[config.mk]
export PLATFORM = sky130hd
export DESIGN_NAME = cwf_line_fill
export DESIGN_NICKNAME = d
export VERILOG_FILES = /design/src/rtl/cwf_pkg.sv /design/src/rtl/cwf_fill_ctrl.sv /design/src/rtl/cwf_fill_dpath.sv /design/src/rtl/cwf_line_fill.sv
export SDC_FILE = /design/constraint.sdc
export NUM_CORES = 1
export LEC_CHECK = 0
export BUFFER_PORTS_ARGS = -buffer_cell sky130_fd_sc_hd__buf_2
export CORE_MARGIN = 3
export CORE_UTILIZATION = 45
export CTS_CLUSTER_SIZE = 14
export DETAILED_ROUTE_END_ITERATION = 10
export PLACE_DENSITY_LB_ADDON = 0.12
export SYNTH_ARGS = -nofsm -noshare
export SYNTH_HDL_FRONTEND = slang
export SYNTH_SLANG_ARGS = --single-unit
[constraint.sdc]
create_clock -name clk -period 2.6 [get_ports clk]
set_input_delay 0 -clock clk [delete_from_list [all_inputs] [get_ports clk]]
set_output_delay 0 -clock clk [all_outputs]
set_load 0.02 [all_outputs]
[src/rtl/cwf_pkg.sv]
package cwf_pkg;

  typedef enum logic {
    ST_IDLE = 1'b0,
    ST_FILL = 1'b1
  } fillState_t;

  // strobes from the control to the datapath, valid for the current edge
  typedef struct packed {
    logic capture;   // miss accepted this edge
    logic beatTake;  // beat accepted this edge
    logic first;     // accepted beat is the critical word
    logic last;      // accepted beat completes the line
  } fillStrobe_t;

endpackage

[src/rtl/cwf_fill_ctrl.sv]
module cwf_fill_ctrl
  import cwf_pkg::*;
#(
  parameter int WORDS = 8
) (
  input  logic                     clk,
  input  logic                     rstN,
  input  logic                     missValid,
  input  logic                     beatValid,
  output logic                     missReady,
  output fillStrobe_t              strb,
  output logic [$clog2(WORDS)-1:0] beatNum
);

  localparam int IDX_W = $clog2(WORDS);
  localparam logic [IDX_W-1:0] LAST_NUM = IDX_W'(WORDS - 1);

  fillState_t stateQ;
  logic [IDX_W-1:0] cntQ;

  always_comb begin
    strb          = '0;
    strb.capture  = (stateQ == ST_IDLE) && missValid;
    strb.beatTake = (stateQ == ST_FILL) && beatValid;
    strb.first    = strb.beatTake && (cntQ == '0);
    strb.last     = strb.beatTake && (cntQ == LAST_NUM);
  end

  always_ff @(posedge clk) begin
    if (!rstN) begin
      stateQ <= ST_IDLE;
      cntQ   <= '0;
    end else begin
      if (strb.capture) begin
        stateQ <= ST_FILL;
        cntQ   <= '0;
      end else if (strb.last) begin
        stateQ <= ST_IDLE;
        cntQ   <= '0;
      end else if (strb.beatTake) begin
        cntQ <= cntQ + IDX_W'(1);
      end
    end
  end

  assign missReady = (stateQ == ST_IDLE);
  assign beatNum   = cntQ;

endmodule

[src/rtl/cwf_fill_dpath.sv]
module cwf_fill_dpath
  import cwf_pkg::*;
#(
  parameter int ADDR_W     = 32,
  parameter int DATA_W     = 32,
  parameter int WORDS      = 8,
  parameter int DIRTY_BITS = 2
) (
  input  logic                     clk,
  input  logic                     rstN,
  input  fillStrobe_t              strb,
  input  logic [$clog2(WORDS)-1:0] beatNum,
  input  logic [ADDR_W-1:0]        missAddr,
  input  logic [DATA_W-1:0]        beatData,
  output logic                     burstReq,
  output logic [ADDR_W-1:0]        burstAddr,
  output logic                     cpuValid,
  output logic [DATA_W-1:0]        cpuData,
  output logic                     wrEn,
  output logic [$clog2(WORDS)-1:0] wrIdx,
  output logic [DATA_W-1:0]        wrData,
  output logic                     validSet,
  output logic [DIRTY_BITS-1:0]    dirtyClr
);

  localparam int IDX_W    = $clog2(WORDS);
  localparam int BYTE_OFF = $clog2(DATA_W / 8);
  localparam logic [ADDR_W-1:0] OFF_MASK = ADDR_W'((1 << BYTE_OFF) - 1);

  logic [IDX_W-1:0] critIdxQ;
  logic [IDX_W-1:0] beatIdx;
  logic [ADDR_W-1:0] alignedAddr;

  assign alignedAddr = missAddr & ~OFF_MASK;
  // wrapping index: power-of-two line, so the add simply rolls over
  assign beatIdx = critIdxQ + beatNum;

  always_ff @(posedge clk) begin
    if (!rstN) begin
      critIdxQ  <= '0;
      burstReq  <= 1'b0;
      burstAddr <= '0;
    end else begin
      burstReq <= strb.capture;
      if (strb.capture) begin
        critIdxQ  <= alignedAddr[BYTE_OFF +: IDX_W];
        burstAddr <= alignedAddr;
      end
    end
  end

  always_ff @(posedge clk) begin
    if (!rstN) begin
      wrEn     <= 1'b0;
      wrIdx    <= '0;
      wrData   <= '0;
      cpuValid <= 1'b0;
      cpuData  <= '0;
      validSet <= 1'b0;
      dirtyClr <= '0;
    end else begin
      wrEn     <= strb.beatTake;
      cpuValid <= strb.first;
      validSet <= strb.last;
      dirtyClr <= strb.last ? '1 : '0;
      if (strb.beatTake) begin
        wrIdx  <= beatIdx;
        wrData <= beatData;
      end
      if (strb.first) cpuData <= beatData;
    end
  end

endmodule

[src/rtl/cwf_line_fill.sv]
module cwf_line_fill
  import cwf_pkg::*;
#(
  parameter int ADDR_W     = 32,
  parameter int DATA_W     = 32,
  parameter int WORDS      = 8,
  parameter int DIRTY_BITS = 2
) (
  input  logic                     clk,
  input  logic                     rstN,
  input  logic                     missValid,
  input  logic [ADDR_W-1:0]        missAddr,
  output logic                     missReady,
  output logic                     burstReq,
  output logic [ADDR_W-1:0]        burstAddr,
  input  logic                     beatValid,
  input  logic [DATA_W-1:0]        beatData,
  output logic                     cpuValid,
  output logic [DATA_W-1:0]        cpuData,
  output logic                     wrEn,
  output logic [$clog2(WORDS)-1:0] wrIdx,
  output logic [DATA_W-1:0]        wrData,
  output logic                     validSet,
  output logic [DIRTY_BITS-1:0]    dirtyClr
);

  localparam int IDX_W = $clog2(WORDS);

  fillStrobe_t      strb;
  logic [IDX_W-1:0] beatNum;

  cwf_fill_ctrl #(.WORDS(WORDS)) u_ctrl (
    .clk       (clk),
    .rstN      (rstN),
    .missValid (missValid),
    .beatValid (beatValid),
    .missReady (missReady),
    .strb      (strb),
    .beatNum   (beatNum)
  );

  cwf_fill_dpath #(
    .ADDR_W     (ADDR_W),
    .DATA_W     (DATA_W),
    .WORDS      (WORDS),
    .DIRTY_BITS (DIRTY_BITS)
  ) u_dpath (
    .clk       (clk),
    .rstN      (rstN),
    .strb      (strb),
    .beatNum   (beatNum),
    .missAddr  (missAddr),
    .beatData  (beatData),
    .burstReq  (burstReq),
    .burstAddr (burstAddr),
    .cpuValid  (cpuValid),
    .cpuData   (cpuData),
    .wrEn      (wrEn),
    .wrIdx     (wrIdx),
    .wrData    (wrData),
    .validSet  (validSet),
    .dirtyClr  (dirtyClr)
  );

endmodule

* After elaboration in Yosys (flattened, before gate mapping)
Index checks and enable logic that the tools add are counted.
** Word-level totals
- Register bits after elaboration :: 110
- Input bits :: 68
- Output and inout port bits :: 106
- Word-level logic and storage cells :: 27
** Operators by class
- Add/sub/neg operators :: 2
- Eq/ne operators :: 1
- Multiplexer cells :: 3
- Bitwise logic cells :: 2
- Reductions and logical operators :: 7
** Operators with widths (number)
- logical AND 1 bit :: 4
- adder 3 x 1 -> 3 bit, second input constant :: 1
- adder 3 bit :: 1
- equality test 3 bit, second input constant :: 1
- logical NOT 3 bit :: 1
- OR reduction 3 bit :: 1
- 2-to-1 mux 1 bit :: 2
- 2-to-1 mux 2 bit :: 1
- inverter 1 bit :: 2
- nonzero test 2 bit :: 1

* Longest topological paths before layout
- Depth in word-level cells :: 4
- Mapped depth :: 7
- Gate-level depth less buffers :: 5

* By module
From an unflattened synthesis, not the netlist that was laid out.
** Unflattened totals
- Cells, all modules :: 361
- Area, all modules :: 4191.5 µm²
** Modules (own cells, without submodules)
- cwf_fill_dpath :: times used 1, cells each 333, area an instance 3885.0 µm², seq. area each 2021.9 µm²
- cwf_fill_ctrl :: times used 1, cells each 28, area an instance 306.5 µm², seq. area each 80.1 µm²

* Least setup slack after synthesis
Ideal clock, no wire load.
- Path kind :: register to register
- Start :: reg u_ctrl.cntQ[0], in the netlist u_ctrl.beatNum[0]
- End :: reg u_dpath.cpuData[21]
- Library setup time :: 0.117 ns
- Arrival :: 1.330 ns
- Data required time :: 2.483 ns
- Setup slack :: 1.153 ns
- Stages on the path, launching flop included :: 8
- Path buffers :: 2
- Clock period less this slack :: 1.447 ns
- Cells stage by stage :: dfxtp_1 -> inv_1 -> ha_1 -> nand4b_4 -> and2_4 -> buf_6 -> buf_6 -> a22o_1
** Between the ends
- Longest elaborated chain between the ends :: 2
** RTL lines
- start: declaration :: line cwf_fill_ctrl.sv:19 : logic [IDX_W-1:0] cntQ;
- start signal: assignment :: line cwf_fill_ctrl.sv:41 : cntQ <= cntQ + IDX_W'(1);
- logical NOT 3 bit :: line cwf_fill_ctrl.sv:25 : strb.first = strb.beatTake && (cntQ == '0);
- logical AND 1 bit :: line cwf_fill_ctrl.sv:25
- end signal: assignment :: line cwf_fill_dpath.sv:70 : if (strb.first) cpuData <= beatData;
- end: declaration :: line cwf_fill_dpath.sv:18 : output logic [DATA_W-1:0] cpuData,
Every way passes these cells.
A chain may end at the register's enable or synchronous reset.

* Final worst setup path
- Start :: reg u_ctrl.stateQ
- End :: reg u_ctrl.cntQ[1], in the netlist u_ctrl.beatNum[1]
** Between the ends
- Longest elaborated chain between the ends :: 3
- Elaborated cells on any way between the ends :: 5
- Those cells by class :: bitwise: 1; reduce/logical: 4
** RTL lines
- start: declaration :: line cwf_fill_ctrl.sv:18 : fillState_t stateQ;
- start signal: assignment :: line cwf_fill_ctrl.sv:31 : stateQ <= ST_IDLE;
- start signal: assignment :: line cwf_fill_ctrl.sv:35 : stateQ <= ST_FILL;
- start signal: assignment :: line cwf_fill_ctrl.sv:38 : stateQ <= ST_IDLE;
- logical AND 1 bit / inverter 1 bit (equally long branches) :: line cwf_fill_ctrl.sv:24, cwf_fill_ctrl.sv:23
- logical AND 1 bit, on equally long branches :: line cwf_fill_ctrl.sv:26, cwf_fill_ctrl.sv:23
- OR reduction 3 bit (no source line)
Parallel ways exist; a longest one is shown, timed or not.

==> key figures <==
Place
  – Dpl cells: 648
  – DP HPWL: around 6400 um
  – Gpl congestion: 0.691
  – Buffers on Ports: 169

Floorplan
  – # rows: 32
  – Total Die Area: 0.00918 mm^2
  – Core Region: about 0.0078 mm^2
  – Die span in y: 95.8 um
  – Die X-Extent: 95.8 um
  – Initial core utilization: 46.7%
  – IO Count: about 170

Final layout
  – Most frequent cells in the layout: 169 x buf_2, 132 x nand2_1, 105 x dfxtp_1
  – Finished Layout Cells: 728
  – Area Growth Syn to Fin: 47.1%
  – Antenna Cells: 0
  – Post-layout net count: 695
  – Share of layout cells above drive strength 1: 31.3%
  – Commonest non-fill, non-tap cell in the layout: buf_2
  – Fill cells: 635

Logic synthesis
  – Register bit total from synthesis: roughly 110
  – Unique masters post-synth: 29
  – Post-Syn Area: around 0.0036 mm^2
  – Mean Syn Cell Area: roughly 9.0 um^2
  – Syn Inst Count: ~400
  – Seq/Total Area, Yosys: between 50 and 60%
  – Synth warn: 0

Worst setup path
  – Worst r2r src: u_ctrl.stateQ$_SDFFE_PN0P_
  – CP Capture Type: flip-flop
  – Critical path data arrival time: 1.91 ns
  – Crit path kind: reg -> reg
  – Critical path data required time: 2.88 ns
  – Crit path from: u_ctrl.stateQ$_SDFFE_PN0P_
  – Worst-path fanout max: 21
  – Critical Path Source Type: flip-flop

STA
  – Final setup TNS: 0 ns
  – Final setup viols: 0
  – Final period util: between 60 and 70%
  – Max-slew violation count: 0
  – Skew final: 0.0137 ns
  – Final Hold Vio Count: 0
  – RSZ-0062 raised after global routing: false
  – Fmax: 0.613 GHz
  – Fin crit period: roughly 1.6 ns

GRT
  – First-pass GRT wire length: 15700 um
  – Total track usage: a little over a fifth
  – Vias in the first global route: 3261
  – Largest net degree at the start of global routing: 46
  – Grt ovf: 0
  – Initial antenna violation count: 0

Drt
  – Vias per cell: 4.78
  – DRT iter0 DRCs: 144
  – Final antenna-violating net count: 0
  – Drt total wl: 9920 um
  – Residual DRC count: 0
  – First-pass DRT Iterations: 4
  – Drt wl/cell: 13.6 um
  – DR vias: 3482

Power
  – Sw Share: 26.7%
  – Internal power: 2330 uW
  – Power Density: 597 mW/mm^2
  – Comb power frac: ~15%
  – NetSw: around 850 uW
  – Post-layout total power: 3180 uW
  – Worst vdd ir: 0.307 mV
  – Reg power frac: 54.0%
  – Lkg Pwr: ~0.0025 uW
  – Clk pwr share: 30.9%

CTS
  – CTS tree: yes
  – Clk slew on worst S/H paths: about 0.10 ns
  – Worst skew pair latency: 0.35 ns
  – Root Buffer: clkbuf_8
  – H-tree level count: 3
  – CTS sink count: about 110
  – Setup bufs post-CTS: 0
  – Total CTS buffers: 9
  – Hold buffer count at CTS: 65
  – Resized cells post-CTS: 0
  – Clk buf depth: 2

Status
  – Status: finished clean

Flow run
  – Max-Cap Viols: 0

Hold path
  – Hold Startpoint: beatData[16]
  – Hold crit path type: in -> reg
-- through the flow --
step	setup WS [ns]	hold slack [ns]	area (um^2)	util [%]
finish	0.969	0.404	5340	68.7
global route	0.808	0.402	5340	68.7
CTS	0.977	0.390	5340	68.7
detailed placement	1.01	0.228	4490	57.9
global placement	1.04	0.227	4490	57.9
floorplan	1.15	0.110	3630	-
-- worst max-delay path, stage by stage, from the launching register on --
cell	delay, ns
dfxtp_1	0.52
nand2b_1	0.45
buf_4	0.34
nand2_1	0.13
a21oi_1	0.13
-- flip-flops by register name (all words and copies together) (netlist names) --
register / cells
u_dpath.critIdxQ: 2
u_dpath.cpuValid: 1
u_dpath.cpuData: 32
u_dpath.burstReq: 1
u_dpath.burstAddr: 28
u_dpath.wrEn: 1
u_dpath.dirtyClr: 1
u_dpath.wrIdx: 3
u_dpath.wrData: 32
u_ctrl.stateQ: 1
u_ctrl.beatNum: 3
-- layout make-up --
class / count / area (um^2) / share of cell area [%]
flip-flops and latches: 105 / 2100 / 39.4
repair buffers: 241 / 1550 / 29.0
multi-input cells: 261 / 1350 / 25.3
well taps: 102 / 128 / 2.39
clock buffers: 9 / 124 / 2.32
clock inverters: 6 / 68.8 / 1.29
inverters: 4 / 15.0 / 0.281
-- cells by family (layout without fill, tap and decap cells) --
group                    after synthesis  count (layout)  synth area share [%]
flip-flops                           105             105                  57.9
buffers and inverters                 37             260                  5.07
multiplexers                           4               4                  1.10
other                                  1               2                 0.103
adder cells (fa/ha/maj)                5               5                  1.93
XOR/XNOR                               1               1                 0.241
AND/OR/NAND/NOR                      151             151                  17.0
AO/OA/AOI/OAI                         98              98                  16.6
-- path summary, 6_finish.rpt --
| kind | to | slack [ns] | depth (start not counted) |
|---|---|---|---|
| hold / removal | u_dpath.cpuData[16]$_SDFFE_PN0P_ | 0.40 | 3 |
| setup reg to reg | u_ctrl.beatNum[1]$_SDFFE_PP0P_ | 0.97 | 4 |
| setup / recovery | u_ctrl.beatNum[1]$_SDFFE_PP0P_ | 0.97 | 4 |
| hold reg to reg | u_dpath.burstAddr[13]$_SDFFE_PN0P_ | 0.46 | 2 |
-- power by group through the flow --
stage                     logic (uW)  clock network (uW)  registers, uW
after floorplan                  157                   0           1840
final                            481                 985           1720
after global routing             527                1070           1730
after detailed placement         404                   0           1760
after global placement           398                   0           1750
after CTS                        480                1010           1720
-- Yosys cell counts (all sizes together) --
cell	n	share of area [%]
a21oi	66	9.1
a22o	29	7.0
a31oi	1	0.17
and2	2	0.41
and3	1	0.17
buf	17	3.0
clkbuf	16	1.7
conb	1	0.10
dfxtp	105	58
fa	1	0.55
ha	4	1.4
inv	4	0.41
mux2i	4	1.1
nand2	132	14
nand2b	1	0.17
nand3	2	0.28
nand3b	2	0.41
nand4b	2	0.90
nor2	8	0.83
nor2b	1	0.17
o211ai	1	0.21
o21ai	1	0.14
xor2	1	0.24
-- metal layers --
| metal | vias to the layer above | global-route usage (%) | part of all wire [%] |
|---|---|---|---|
| met1 | 1575 | 26.7 | 43 |
| met5 | - | 0 | 0 |
| li1 | 1761 | - | - |
| met4 | 0 | 8.41 | 2.2 |
| met2 | 126 | 36.2 | 48 |
| met3 | 20 | 6.02 | 7.6 |
Power figures use the tool's default switching activity.
